--- config.mk ---
export PLATFORM = sky130hd
export DESIGN_NAME = mdio_master
export DESIGN_NICKNAME = d
export VERILOG_FILES = /design/src/rtl/mdio_pkg.sv /design/src/rtl/mdio_mdc_gen.sv /design/src/rtl/mdio_shift_out.sv /design/src/rtl/mdio_master.sv
export SDC_FILE = /design/constraint.sdc
export NUM_CORES = 1
export LEC_CHECK = 0
export BUFFER_PORTS_ARGS = -buffer_cell sky130_fd_sc_hd__buf_2
export CAP_MARGIN = 20
export CELL_PAD_IN_SITES_DETAIL_PLACEMENT = 0
export CELL_PAD_IN_SITES_GLOBAL_PLACEMENT = 1
export CORE_MARGIN = 10
export CORE_UTILIZATION = 40
export DETAILED_ROUTE_END_ITERATION = 8
export PLACE_DENSITY = 0.82
export SLEW_MARGIN = 20
export SYNTH_ARGS = -nofsm -noshare
export SYNTH_HDL_FRONTEND = slang
export SYNTH_SLANG_ARGS = --single-unit
--- constraint.sdc ---
create_clock -name clk -period 1.89 [get_ports clk]
set_input_delay 0.189 -clock clk [delete_from_list [all_inputs] [get_ports clk]]
set_output_delay 0.189 -clock clk [all_outputs]
set_load 0.05 [all_outputs]
--- src/rtl/mdio_pkg.sv ---
package mdio_pkg;
   typedef enum logic [2:0] {
      ST_IDLE,
      ST_SEND,
      ST_TURN,
      ST_RECV,
      ST_FLUSH,
      ST_TAIL
   } mdio_state_e;

   localparam logic [1:0] START_BITS = 2'b01;
   localparam logic [1:0] OP_READ    = 2'b10;
   localparam logic [1:0] OP_WRITE   = 2'b01;
   localparam logic [1:0] WR_TURN    = 2'b10;
endpackage

--- src/rtl/mdio_mdc_gen.sv ---
module mdio_mdc_gen #(
   parameter int HALF_CYC = 10
) (
   input  logic clk,
   input  logic rst_n,
   input  logic en,
   output logic mdc,
   output logic bit_end
);
   generate
      if (HALF_CYC < 1) begin : g_bad_half
         $error("mdio_mdc_gen: HALF_CYC must be at least 1");
      end

      if (HALF_CYC == 1) begin : g_fast
         always_ff @(posedge clk) begin
            if (!rst_n || !en) mdc <= 1'b0;
            else               mdc <= ~mdc;
         end
         assign bit_end = en & mdc;
      end else begin : g_count
         localparam int CW = $clog2(HALF_CYC);
         logic [CW-1:0] cnt;
         logic          last;
         assign last = (cnt == CW'(HALF_CYC - 1));

         always_ff @(posedge clk) begin
            if (!rst_n || !en) begin
               cnt <= '0;
               mdc <= 1'b0;
            end else if (last) begin
               cnt <= '0;
               mdc <= ~mdc;
            end else begin
               cnt <= cnt + 1'b1;
            end
         end
         assign bit_end = en & mdc & last;
      end
   endgenerate
endmodule

--- src/rtl/mdio_shift_out.sv ---
module mdio_shift_out #(
   parameter int W = 64
) (
   input  logic         clk,
   input  logic         rst_n,
   input  logic         load,
   input  logic [W-1:0] load_val,
   input  logic         shift,
   output logic         msb
);
   generate
      if (W < 2) begin : g_bad_w
         $error("mdio_shift_out: W must be at least 2");
      end
   endgenerate

   logic [W-1:0] sr;

   always_ff @(posedge clk) begin
      if (!rst_n)     sr <= '0;
      else if (load)  sr <= load_val;
      else if (shift) sr <= {sr[W-2:0], 1'b0};
   end

   assign msb = sr[W-1];
endmodule

--- src/rtl/mdio_master.sv ---
module mdio_master
   import mdio_pkg::*;
#(
   parameter int HALF_CYC  = 10,
   parameter int PRE_LEN   = 32,
   parameter int FLUSH_LEN = 32,
   parameter int AW        = 5,
   parameter int DW        = 16
) (
   input  logic          clk,
   input  logic          rst_n,
   input  logic          cmd_valid,
   output logic          cmd_ready,
   input  logic          cmd_rd,
   input  logic [AW-1:0] cmd_phy,
   input  logic [AW-1:0] cmd_regad,
   input  logic [DW-1:0] cmd_wdata,
   output logic          done,
   output logic [DW-1:0] rd_data,
   output logic          err,
   output logic          mdc,
   output logic          mdio_o,
   output logic          mdio_oe,
   input  logic          mdio_i
);
   localparam int HDR_LEN = PRE_LEN + 4 + 2 * AW;
   localparam int WR_LEN  = HDR_LEN + 2 + DW;
   localparam int MAX_LEN = (WR_LEN > FLUSH_LEN) ? WR_LEN : FLUSH_LEN;
   localparam int CNT_W   = $clog2(MAX_LEN + 1);

   generate
      if (PRE_LEN < 1)   begin : g_bad_pre   $error("mdio_master: PRE_LEN must be at least 1");   end
      if (FLUSH_LEN < 1) begin : g_bad_flush $error("mdio_master: FLUSH_LEN must be at least 1"); end
      if (AW < 1)        begin : g_bad_aw    $error("mdio_master: AW must be at least 1");        end
      if (DW < 2)        begin : g_bad_dw    $error("mdio_master: DW must be at least 2");        end
   endgenerate

   mdio_state_e      state;
   logic [CNT_W-1:0] cnt;
   logic             is_rd;
   logic             oe_q;
   logic [DW-1:0]    rx;
   logic             bit_end;
   logic             tx_bit;
   logic             accept;
   logic             shift_en;
   logic [WR_LEN-1:0] frame;

   assign cmd_ready = (state == ST_IDLE);
   assign accept    = cmd_valid & cmd_ready;
   assign shift_en  = (state == ST_SEND) & bit_end & (cnt != '0);
   assign frame     = {{PRE_LEN{1'b1}}, START_BITS, (cmd_rd ? OP_READ : OP_WRITE),
                       cmd_phy, cmd_regad, WR_TURN, cmd_wdata};

   mdio_mdc_gen #(.HALF_CYC(HALF_CYC)) u_mdc (
      .clk     (clk),
      .rst_n   (rst_n),
      .en      (state != ST_IDLE),
      .mdc     (mdc),
      .bit_end (bit_end)
   );

   mdio_shift_out #(.W(WR_LEN)) u_tx (
      .clk      (clk),
      .rst_n    (rst_n),
      .load     (accept),
      .load_val (frame),
      .shift    (shift_en),
      .msb      (tx_bit)
   );

   always_ff @(posedge clk) begin
      if (!rst_n) begin
         state   <= ST_IDLE;
         cnt     <= '0;
         is_rd   <= 1'b0;
         oe_q    <= 1'b0;
         rx      <= '0;
         rd_data <= '0;
         err     <= 1'b0;
         done    <= 1'b0;
      end else begin
         done <= 1'b0;
         case (state)
            ST_IDLE: begin
               if (accept) begin
                  state <= ST_SEND;
                  is_rd <= cmd_rd;
                  cnt   <= cmd_rd ? CNT_W'(HDR_LEN - 1) : CNT_W'(WR_LEN - 1);
                  oe_q  <= 1'b1;
                  err   <= 1'b0;
               end
            end
            ST_SEND: begin
               if (bit_end) begin
                  if (cnt == '0) begin
                     oe_q  <= 1'b0;
                     state <= is_rd ? ST_TURN : ST_TAIL;
                  end else begin
                     cnt <= cnt - 1'b1;
                  end
               end
            end
            ST_TURN: begin
               if (bit_end) begin
                  if (!mdio_i) begin
                     state <= ST_RECV;
                     cnt   <= CNT_W'(DW - 1);
                  end else begin
                     state <= ST_FLUSH;
                     cnt   <= CNT_W'(FLUSH_LEN - 1);
                  end
               end
            end
            ST_RECV: begin
               if (bit_end) begin
                  rx <= {rx[DW-2:0], mdio_i};
                  if (cnt == '0) state <= ST_TAIL;
                  else           cnt   <= cnt - 1'b1;
               end
            end
            ST_FLUSH: begin
               if (bit_end) begin
                  if (cnt == '0) begin
                     rd_data <= '1;
                     err     <= 1'b1;
                     done    <= 1'b1;
                     state   <= ST_IDLE;
                  end else begin
                     cnt <= cnt - 1'b1;
                  end
               end
            end
            ST_TAIL: begin
               if (bit_end) begin
                  if (is_rd) rd_data <= rx;
                  done  <= 1'b1;
                  state <= ST_IDLE;
               end
            end
            default: state <= ST_IDLE;
         endcase
      end
   end

   assign mdio_oe = oe_q;
   assign mdio_o  = oe_q & tx_bit;
endmodule

Yosys cells after proc, flatten, opt, wreduce, memory -nomap -nowiden. Cells that the tools add are included.

Register bits: 115. Input port bits: 31.

Add/sub/neg operators: 2. Eq/ne operators: 18. Muxes and demuxes: 39. Bitwise gates (word level): 8. Reduce and logical (&&, ||, !) cells: 22.

Operator list (number): 64-bit 2-to-1 mux (2); 16-bit 2-to-1 mux (4); 3-bit 2-to-1 mux (11); 16-bit one-hot mux with 2 select lines (1); 7-bit 2-to-1 mux (4); 7-bit one-hot mux with 3 select lines (1); 2-bit inequality test, second input constant (9); 3-bit one-hot mux with 6 select lines (1); 5-bit 2-to-1 mux (2); 5-bit AND reduction (2); 1-bit 2-to-1 mux (9); 9-bit AND reduction (1); 4-bit AND reduction (2); 2-bit nonzero test (4); 7-bit zero test (1); 7-bit nonzero test (1); 7-bit by 1-bit subtractor with 7-bit output, second input constant (1); 1-bit bitwise AND (6); 3-bit by 2-bit == test with 1-bit output, second input constant (2); 3-bit == test, second input constant (2); 2-bit by 1-bit inequality test with 1-bit output, second input constant (3); 1-bit one-hot mux with 2 select lines (3); 3-bit nonzero test (2); 4-bit by 1-bit adder with 4-bit output, second input constant (1); other kinds (10) (14).

Longest topological paths before layout. Gate-level depths: netlist (run 1).

Depth in word-level cells: 7. Depth in mapped cells: 9.

Modules after synthesis. From an unflattened synthesis (run 1), not the netlist that was laid out.

Cell total of the unflattened synthesis: 535. Area, all modules: 5505.3 um^2.

Modules (own cells, without submodules): mdio_shift_out (times used 1, cells each 284, area each 3266.9 um^2, seq. area each 1281.2 um^2); mdio_master (times used 1, cells each 230, area each 2024.4 um^2, seq. area each 920.9 um^2); mdio_mdc_gen (times used 1, cells each 21, area each 214.0 um^2, seq. area each 100.1 um^2).

Least setup slack after synthesis (run 1). No wires, ideal clock.

Kind: register to register. From: register u_mdc.mdc. To: register rd_data[0]. Setup time: 0.119 ns. Arrival: 1.782 ns. Required time: 1.771 ns. Path slack: -0.011 ns. Stages on the path, launching flop included: 6. Cell sequence: dfxtp_1 and4b_1 buf_2 nand4_1 clkbuf_1 o221a_2.

Cells in the longest elaborated chain, start to end: 4.

RTL lines: start: declaration (line mdio_mdc_gen.sv:7) `output logic mdc,`; start signal: assignment (line mdio_mdc_gen.sv:33) `mdc <= ~mdc;`; 1-bit bitwise AND (*) (2 in a row) (line mdio_mdc_gen.sv:38) `assign bit_end = en & mdc & last;`; 2-bit inequality test (no line); 5-bit AND reduction (no line) (*); end signal: assignment (line mdio_master.sv:136) `if (is_rd) rd_data <= rx;`; end: declaration (line mdio_master.sv:19) `output logic [DW-1:0] rd_data,`.

Mark *: on every way between the ends. The rest lies on a longest branch, timed or not. A chain may end at the register's enable or synchronous reset.

Final worst setup path (run 1).
From: register cnt[1]. To: register rd_data[6].

Cells in the longest elaborated chain, start to end: 3.

RTL lines: start: declaration (line mdio_master.sv:39) `logic [CNT_W-1:0] cnt;`; start signal: assignment (line mdio_master.sv:89) `cnt <= cmd_rd ? CNT_W'(HDR_LEN - 1) : CNT_W'(WR_LEN - 1);`; start signal: assignment (line mdio_master.sv:100) `cnt <= cnt - 1'b1;`; start signal: assignment (line mdio_master.sv:108) `cnt <= CNT_W'(DW - 1);`; 7-bit zero test (line mdio_master.sv:124) `if (cnt == '0) begin`; 2-bit inequality test (no line); 5-bit AND reduction (no line).

No other way between the ends.

==> results of run 1 <==
==> state kept, by name (all words and copies together) (netlist names) <==
signal and cells:
err 1, u_mdc.mdc 1, rx 16, u_mdc.g_count.cnt 4, is_rd 1, u_tx.sr 64
mdio_oe 1, rd_data 16, cnt 7, done 1, state 3
==> power by group <==
part | switching, uW | internal, uW | leakage (uW)
clock network | 1080 | 1840 | 0.000263
logic | 417 | 337 | 0.00113
registers | 101 | 2580 | 0.000945
==> cell type report <==
cell class / count / area share, %
sequential: 115 / 39.1
timing repair buffer: 83 / 10.4
multi-input combinational: 375 / 37.9
tap: 143 / 3.03
inverter: 6 / 0.381
clock inverter: 10 / 1.46
clock buffer: 20 / 7.73
==> per-stage QoR <==
stage,setup TNS (ns),cell area [um^2],worst slack [ns]
2_1_floorplan,0,4710,0.0875
3_3_place_gp,0,5190,0.0725
3_5_place_dp,0,5190,0.00423
4_1_cts,0,5730,0.0129
5_1_grt,-0.0819,5910,-0.0217
6_report,0,5910,0.0220
==> kinds of logic (layout without fill, tap and decap cells) <==
| family | Yosys count | after routing | share of synthesized area [%] |
|---|---|---|---|
| xor gates and xnor gates | 3 | 3 | 0.558 |
| and+or+nand+nor | 235 | 235 | 23.5 |
| muxes | 2 | 2 | 0.425 |
| buffers and inverters | 50 | 119 | 5.82 |
| DFF | 115 | 115 | 48.9 |
| adders and majority gates | 3 | 3 | 0.797 |
| AOI/OAI and AO/OA | 132 | 132 | 20.0 |
==> layer usage <==
layer	share of wire, %	vias up	track usage, %
li1	-	2036	-
met1	46	1945	17.4
met2	46	103	20.2
met3	6.4	22	4.85
met4	1.5	0	5.30
met5	0	-	0
==> critical path: stages (launching register included) <==
cell	delay, ns
dfxtp_2	0.33
inv_2	0.08
ha_4	0.13
nor4b_4	0.26
buf_4	0.18
and2_4	0.15
nand2b_4	0.06
a21oi_4	0.22
clkbuf_16	0.20
o221a_2	0.19
==> layout by cell type, fill, tap and decap left out, types with 3 or more instances in the layout <==
| cell | Yosys | routed |
|---|---|---|
| buf_2 | 11 | 51 |
| dfxtp_1 | 115 | 110 |
| o21ai_0 | 5 | 4 |
| clkinvlp_4 | 0 | 3 |
| nor3_1 | 72 | 72 |
| nor2b_1 | 3 | 3 |
| nand2_1 | 83 | 83 |
| nand2b_1 | 3 | 3 |
| dfxtp_2 | 0 | 5 |
| clkbuf_16 | 0 | 18 |
| buf_12 | 0 | 8 |
| a21oi_1 | 56 | 55 |
| a22oi_2 | 0 | 13 |
| buf_4 | 5 | 21 |
| o221a_2 | 16 | 16 |
| nand3_1 | 5 | 5 |
| nor2_1 | 49 | 48 |
| inv_1 | 5 | 3 |
| a22oi_1 | 25 | 12 |
| a31oi_1 | 4 | 4 |
| clkinv_2 | 0 | 5 |
| inv_2 | 1 | 3 |
==> path summary, 6_finish.rpt <==
kind                startpoint          to  depth (start not counted)
hold reg to reg     u_tx.sr[3]  u_tx.sr[3]                          2
setup reg to reg        cnt[1]  rd_data[6]                          9
setup / recovery        cnt[1]  rd_data[6]                          9
hold / removal    cmd_wdata[0]  u_tx.sr[0]                          3
==> timing repair <==
action / in CTS / in global routing
pin swaps: 0 / 3
cloned: 0 / 1
endpoints found under the hold margin: 0 / 0
gates resized for setup: 1 / 29
buffers inserted: 0 / 6
endpoints found under the setup margin: 1 / 77
==> cells in the mapped netlist (all sizes together) (3+ instances only) <==
library cell | instances | share of area [%]
a22oi | 25 | 4.0
nand2b | 4 | 0.69
nor2 | 49 | 3.9
nand3 | 5 | 0.53
a21oi | 58 | 6.5
nand2 | 84 | 6.7
inv | 6 | 0.48
a211oi | 3 | 0.58
nor2b | 3 | 0.40
o221a | 16 | 3.8
dfxtp | 115 | 49
ha | 3 | 0.80
nor3 | 73 | 7.9
clkbuf | 19 | 1.5
a31oi | 4 | 0.53
o21ai | 5 | 0.53
and2 | 4 | 0.58
buf | 25 | 3.8
==> impl_metrics.tcl, run 1 <==
set metrics [dict create \
    grt_max_degree 52 \
    routabilityCongestion 0.830 \
    holdBufCountCts 0 \
    antenna_found_initial 0 \
    synth_cell_type_count 59 \
    post-place-cells 715 \
    drc 0 \
    holdWs_ns 0.0239 \
    root_buffer "clkbuf_16" \
    status "complete, no violations" \
    clk_latency_ns 0.41 \
    fill_cells 1061 \
    ys.flop_type "dfxtp_1" \
    grt_pass1_wl_mm 18.5 \
    r2r_setup_slack_ns 0.02 \
    cts_htree_levels 4 \
    dieArea_mm2 0.0165 \
    synth.net_count 574 \
    syn_to_final_growth_pct 25.5 \
    critPathLaunchType "register" \
    finalHoldViolations 0 \
    place_hpwl_mm 7.14 \
    hold_class "input port to register" \
    regArea_mm2 0.00231 \
    cts_buffers 17 \
    core-area_mm2 0.0115 \
    grtUsageTotal_pct 13.5 \
    ir_drop_mv 0.618 \
    ioPinCount 53 \
    slew_headroom_pct 75.1 \
    ant_nets 0 \
    rows 39 \
    multi_input_area_mm2 0.00224 \
    die_h_um 129 \
    fin_util_pct 51.5 \
    viasPerCell 5.46 \
    ys_seq_elements 115 \
    finalNetCount 632 \
    routed_wl_mm 11.4 \
    leakage_uw 0.00234 \
    clk_pin_slew_worst_paths_ns 0.05 \
    wire_per_inst_um 15.2 \
    cts_buffer_depth 2 \
    cts_tree "yes" \
    worstMarginPinSlew_ns 0.372 \
    fin_skew_ns 0.00687 \
    syn_inst 540 \
    grt_pass1_vias 3789 \
    ys_seq_area_share_pct 48.9 \
    critPathMaxFanout 8 \
    maxClockFrequency_mhz 535 \
    vias 4106 \
    critPathArrivalTime_ns 2.22 \
    die_x_um 129 \
    firstDrtPassIters 5 \
    io_buffers 52 \
    synthesis.area_mm2 0.00471 \
    num_antenna_cells 0 \
    setup_violations 0 \
    ys_warn_count 0 \
    syn_area_per_cell_um2 8.72 \
    synth_edf_count 0 \
    start_util_pct 41.1 \
    timing.final.crit_share_pct 98.8 \
    async_reset_ff_share_pct 0 \
    finalPower_uw 6360 \
    maxSlewViolCount 0 \
    clock_sinks 115 \
    instances_no_fill 752 \
    overflow 0 \
    crit_type "register to register" \
    drtIter0Drc 418 \
    period_minus_slack_ns 1.87 \
    drv_cap 0 \
    end_kind "register" \
    required_ns 2.24 \
    cellPowerDensity_mw_per_mm2 1080 \
    drive_gt1_share_pct 27.4 \
]
(Power assumes the default switching activity.)
==> run 2, diff against run 1 <==
--- a/config.mk
+++ b/config.mk
@@ -13,7 +13,9 @@
 export CORE_UTILIZATION = 40
 export DETAILED_ROUTE_END_ITERATION = 8
 export PLACE_DENSITY = 0.82
+export RECOVER_POWER = 100
 export SLEW_MARGIN = 20
 export SYNTH_ARGS = -nofsm -noshare
 export SYNTH_HDL_FRONTEND = slang
 export SYNTH_SLANG_ARGS = --single-unit
+export TNS_END_PERCENT = 100
==> run 2 against run 1 <==
Effect of this change: final area decreased by 0.44%; combinational power about the same; routed wire length increased by 0.48%; register-to-register slack about the same; count of clock-buffer cells in the layout unchanged; critical endpoint unchanged.
==> impl_metrics.tcl, run 2 (same netlist as run 1, synthesis figures left out) <==
set metrics [dict create \
    routabilityCongestion 0.830 \
    largest_register "u_tx.sr" \
    ir_drop_mv 0.620 \
    vias 4085 \
    holdWs_ns 0.0236 \
    drc 0 \
    required_ns 2.24 \
    pre_cts_slack_ns 0.00423 \
    r2r-end "rd_data[6]" \
    crit_type "register to register" \
    syn_to_final_growth_pct 24.9 \
    dieArea_mm2 0.0165 \
    layout_common_cells "dfxtp_1 (110), nand2_1 (83), nor3_1 (72)" \
    fill_cells 1069 \
    leakage_uw 0.00224 \
    r2r_setup_slack_ns 0.02 \
    critPathLaunchType "register" \
    io_buffers 52 \
    start_util_pct 41.1 \
    grtUsageTotal_pct 13.5 \
    maxClockFrequency_mhz 536 \
    period_minus_slack_ns 1.87 \
    critPathMaxFanout 8 \
    clock_sinks 115 \
    status "complete, no violations" \
    grt_max_degree 52 \
    critPathSlowestCell "dfxtp_2" \
    place_hpwl_mm 7.14 \
    firstDrtPassIters 5 \
    end_kind "register" \
    cts_htree_levels 4 \
    drtIter0Drc 417 \
    grt_pass1_vias 3789 \
    multi_input_area_mm2 0.00224 \
    critPathArrivalTime_ns 2.22 \
    reg.largest.list "u_tx.sr (64), rd_data (16), rx (16)" \
    final_common_cell "dfxtp_1" \
    die_h_um 129 \
    viasPerCell 5.43 \
    finalNetCount 632 \
    post-place-cells 715 \
    setup_violations 0 \
    maxSlewViolCount 0 \
    drv_cap 0 \
    core-area_mm2 0.0115 \
    regArea_mm2 0.00231 \
    wire_per_inst_um 15.3 \
    ioPinCount 53 \
    reg2reg_depth 9 \
    fin_setup_tns_ns 0 \
    largest_register_ffs 64 \
    cts_tree "yes" \
    cts_buffers 17 \
    clk_pin_slew_worst_paths_ns 0.05 \
    endpoint "rd_data[6]" \
    instances_no_fill 752 \
    rr_startpoint "cnt[1]" \
    crit_path_max_incr_delay_ns 0.33 \
    drive_gt1_share_pct 24.0 \
    fin_util_pct 51.3 \
    fin_skew_ns 0.00689 \
    num_antenna_cells 0 \
    antenna_found_initial 0 \
    ant_nets 0 \
    fin_ws_ns 0.0229 \
    crit_chain "inv_2, ha_4, nor4b_4, buf_4, and2_4, nand2b_4, a21oi_4, clkbuf_16, o221a_2" \
    finalHoldViolations 0 \
    die_x_um 129 \
    hold_class "input port to register" \
    cellPowerDensity_mw_per_mm2 1080 \
    grt_pass1_wl_mm 18.5 \
    clk_latency_ns 0.41 \
    rows 39 \
    routed_wl_mm 11.5 \
    worstMarginPinSlew_ns 0.629 \
    cts_buffer_depth 2 \
    holdBufCountCts 0 \
    root_buffer "clkbuf_16" \
    slew_headroom_pct 58.2 \
    timing.final.crit_share_pct 98.8 \
    overflow 0 \
    cp-startpoint "cnt[1]" \
]
## run 2: cell count changes in the layout (fill, tap and decap cells not counted), sizes merged
cell and delta:
clkbuf +21, buf -21
## run 2: report_power, final
part	switching [uW]	internal [uW]
sequential	101	2580
combinational	417	336
clock	1080	1840
## run 2: worst min path at each step
stage | start | end | slack (ns) | depth (start not counted)
6_report | cmd_wdata[0] | u_tx.sr[0] | 0.02 | 3
4_1_cts | cmd_wdata[0] | u_tx.sr[0] | 0.01 | 3
3_3_place_gp | cmd_wdata[0] | u_tx.sr[0] | 0.43 | 3
5_1_grt | cmd_wdata[0] | u_tx.sr[0] | 0.02 | 3
3_5_place_dp | cmd_wdata[0] | u_tx.sr[0] | 0.44 | 3
2_1_floorplan | mdio_i | rx[0] | 0.32 | 2
## run 2: through the flow
| stage | instance area (um^2) | total power, uW |
|---|---|---|
| 4_1_cts | 5730 | 6340 |
| 6_report | 5880 | 6360 |
| 2_1_floorplan | 4710 | 3190 |
| 3_5_place_dp | 5190 | 3400 |
| 3_3_place_gp | 5190 | 3380 |
| 5_1_grt | 5880 | 6620 |
## run 2: area by class of cell
cell class | count | share of cell area, %
tap | 143 | 3.04
sequential | 115 | 39.2
clock inverter | 10 | 1.47
clock buffer | 20 | 7.76
inverter | 6 | 0.383
timing repair buffer | 83 | 10.0
multi-input combinational | 375 | 38.1
## run 2: what timing repair did
item,CTS,global route
cloned,0,1
pin swaps,0,3
buffers inserted,0,6
setup endpoints to repair,1,77
resized for setup,1,29
## run 2: worst max-delay path: cells and delay by family, from the launching register on
kind            cells  cell delay (ns)
compound gates      2             0.42
fa+ha+maj           1             0.13
buf+inv             3             0.46
flops               1             0.33
simple gates        3             0.47
## run 2: routing by layer
metal,vias up,GRT usage [%],wire length [um]
met5,-,0,0
met4,0,5.30,164
met3,21,4.85,679
met2,90,20.2,5310
met1,1940,17.4,5340
li1,2034,-,-
==> run 3, diff against run 2 <==
==> constraint.sdc (replaced) <==
create_clock -name clk -period 1.89 [get_ports clk]
set_input_delay 0.189 -clock clk [delete_from_list [all_inputs] [get_ports clk]]
set_output_delay 0.189 -clock clk [all_outputs]
set_load 0.005 [all_outputs]
==> run 3 against run 2 <==
Effect of this change: power grew 10%; sequential power is essentially flat; routed wire length grew 5.7%; die area is the same; largest power group unchanged.
==> impl_metrics.tcl, run 3 (same netlist as run 1, synthesis figures left out) <==
set metrics [dict create \
    wl_met3_um 741 \
    drtIter0Drc 309 \
    critPathSlowestCell "dfxtp_2" \
    grt_pass1_wl_mm 18.5 \
    num_antenna_cells 0 \
    place_hpwl_mm 7.39 \
    cellPowerDensity_mw_per_mm2 1110 \
    routabilityCongestion 0.845 \
    finalPower_uw 7020 \
    clk_latency_ns 0.41 \
    crit_type "register to register" \
    finalHoldViolations 0 \
    io_buffers 52 \
    routed_wl_mm 12.1 \
    critPathLaunchType "register" \
    min_path_cells 3 \
    critPathArrivalTime_ns 2.16 \
    status "complete, no violations" \
    clock_sinks 115 \
    highest_layer "met4" \
    wire_per_inst_um 15.7 \
    final_common_cell "dfxtp_1" \
    die_x_um 129 \
    root_buffer "clkbuf_16" \
    wl_met2_mm 5.66 \
    largest_register "u_tx.sr" \
    worstPathBufferInverterCount 3 \
    layout_common_cells "dfxtp_1 (110), nand2_1 (82), nor3_1 (59)" \
    leakage_uw 0.00243 \
    ir_drop_mv 0.740 \
    min_from "cmd_wdata[0]" \
    critPathMaxFanout 8 \
    syn_to_final_growth_pct 34.0 \
    rr_startpoint "u_mdc.g_count.cnt[1]" \
    drv_cap 0 \
    required_ns 2.22 \
    maxClockFrequency_mhz 547 \
    crit_chain "inv_2, ha_4, nand4b_4, nor3_4, buf_6, and2_4, clkbuf_16, a22oi_1, a21oi_1" \
    dieArea_mm2 0.0165 \
    start_util_pct 41.1 \
    die_h_um 129 \
    endpoint "u_tx.sr[14]" \
    drive_gt1_share_pct 28.8 \
    cp_top_family "simple AND/OR/NAND/NOR gates" \
    largest_register_ffs 64 \
    grt_pass1_vias 3815 \
    drc 0 \
    reg2reg_depth 9 \
    finalNetCount 652 \
    slew_headroom_pct 70.1 \
    grtUsageTotal_pct 13.4 \
    setup_violations 0 \
    ant_nets 0 \
    cts_tree "yes" \
    viasPerCell 5.42 \
    fin_skew_ns 0.00779 \
    cp.depth 9 \
    overflow 0 \
    cts_buffers 17 \
    core-area_mm2 0.0115 \
    ioPinCount 53 \
    rsz0062_at_grt "true" \
    period_minus_slack_ns 1.83 \
    cts_htree_levels 4 \
    cp-startpoint "u_mdc.g_count.cnt[1]" \
    cts_buffer_depth 2 \
    grt_max_degree 52 \
    timing.final.crit_share_pct 96.8 \
    antenna_found_initial 0 \
    crit_path_max_incr_delay_ns 0.33 \
    r2r-end "u_tx.sr[14]" \
    fill_cells 1010 \
    met1_length_mm 5.61 \
    reg.largest.list "u_tx.sr (64), rd_data (16), rx (16)" \
    end_kind "register" \
    maxSlewViolCount 0 \
    r2r_setup_slack_ns 0.06 \
    firstDrtPassIters 5 \
    vias 4193 \
    rows 39 \
    hold_class "input port to register" \
    fin_util_pct 55.0 \
    holdBufCountCts 0 \
    clk_pin_slew_worst_paths_ns 0.05 \
    worstMarginPinSlew_ns 0.448 \
]
## run 3: metrics by stage
stage	std cells	worst slack [ns]	setup TNS, ns	hold WS [ns]	instance area (um^2)
after detailed placement	725	-0.297	-6.03	0.449	5250
final	774	0.0611	0	0.0342	6310
after global placement	725	-0.160	-3.50	0.441	5250
after CTS	757	0.00582	0	0.0206	5930
after global routing	774	-0.0403	-0.563	0.0299	6310
after floorplan	540	0.130	0	0.325	4710
## run 3: worst register-to-register path, stage by stage (launching register included)
cell and delay [ns]:
dfxtp_2 0.33, inv_2 0.06, ha_4 0.14, nand4b_4 0.13
nor3_4 0.28, buf_6 0.14, and2_4 0.27, clkbuf_16 0.20
a22oi_1 0.06, a21oi_1 0.14
## run 3: cell type report
cell class	count	area [um^2]	area share (%)
multi-input cells	376	2350	37.3
flip-flops and latches	115	2310	36.6
repair buffers	102	790	12.5
clock buffers	20	457	7.24
clock inverters	12	204	3.23
well taps	143	179	2.84
inverters	6	22.5	0.357
## run 3: routing by layer
layer / up-vias / global-route usage (%)
met4: 0 / 5.89
met3: 14 / 3.98
met5: - / 0
met1: 1994 / 17.1
met2: 98 / 20.6
li1: 2087 / -
## run 3: worst min path at each step
stage                  end  slack (ns)
3_3_place_gp   u_tx.sr[21]        0.44
2_1_floorplan        rx[0]        0.32
3_5_place_dp    u_tx.sr[3]        0.45
5_1_grt         u_tx.sr[0]        0.03
4_1_cts         u_tx.sr[0]        0.02
6_report        u_tx.sr[0]        0.03
## run 3: where the power goes
part	internal, uW	switching (uW)
clock	2410	1130
combinational	374	429
sequential	2580	103
## run 3: repair_timing
action	CTS	global route
buffers inserted	0	10
gates cloned	0	7
gates resized for setup	4	49
pin swaps	1	11
endpoints found under the setup margin	28	85
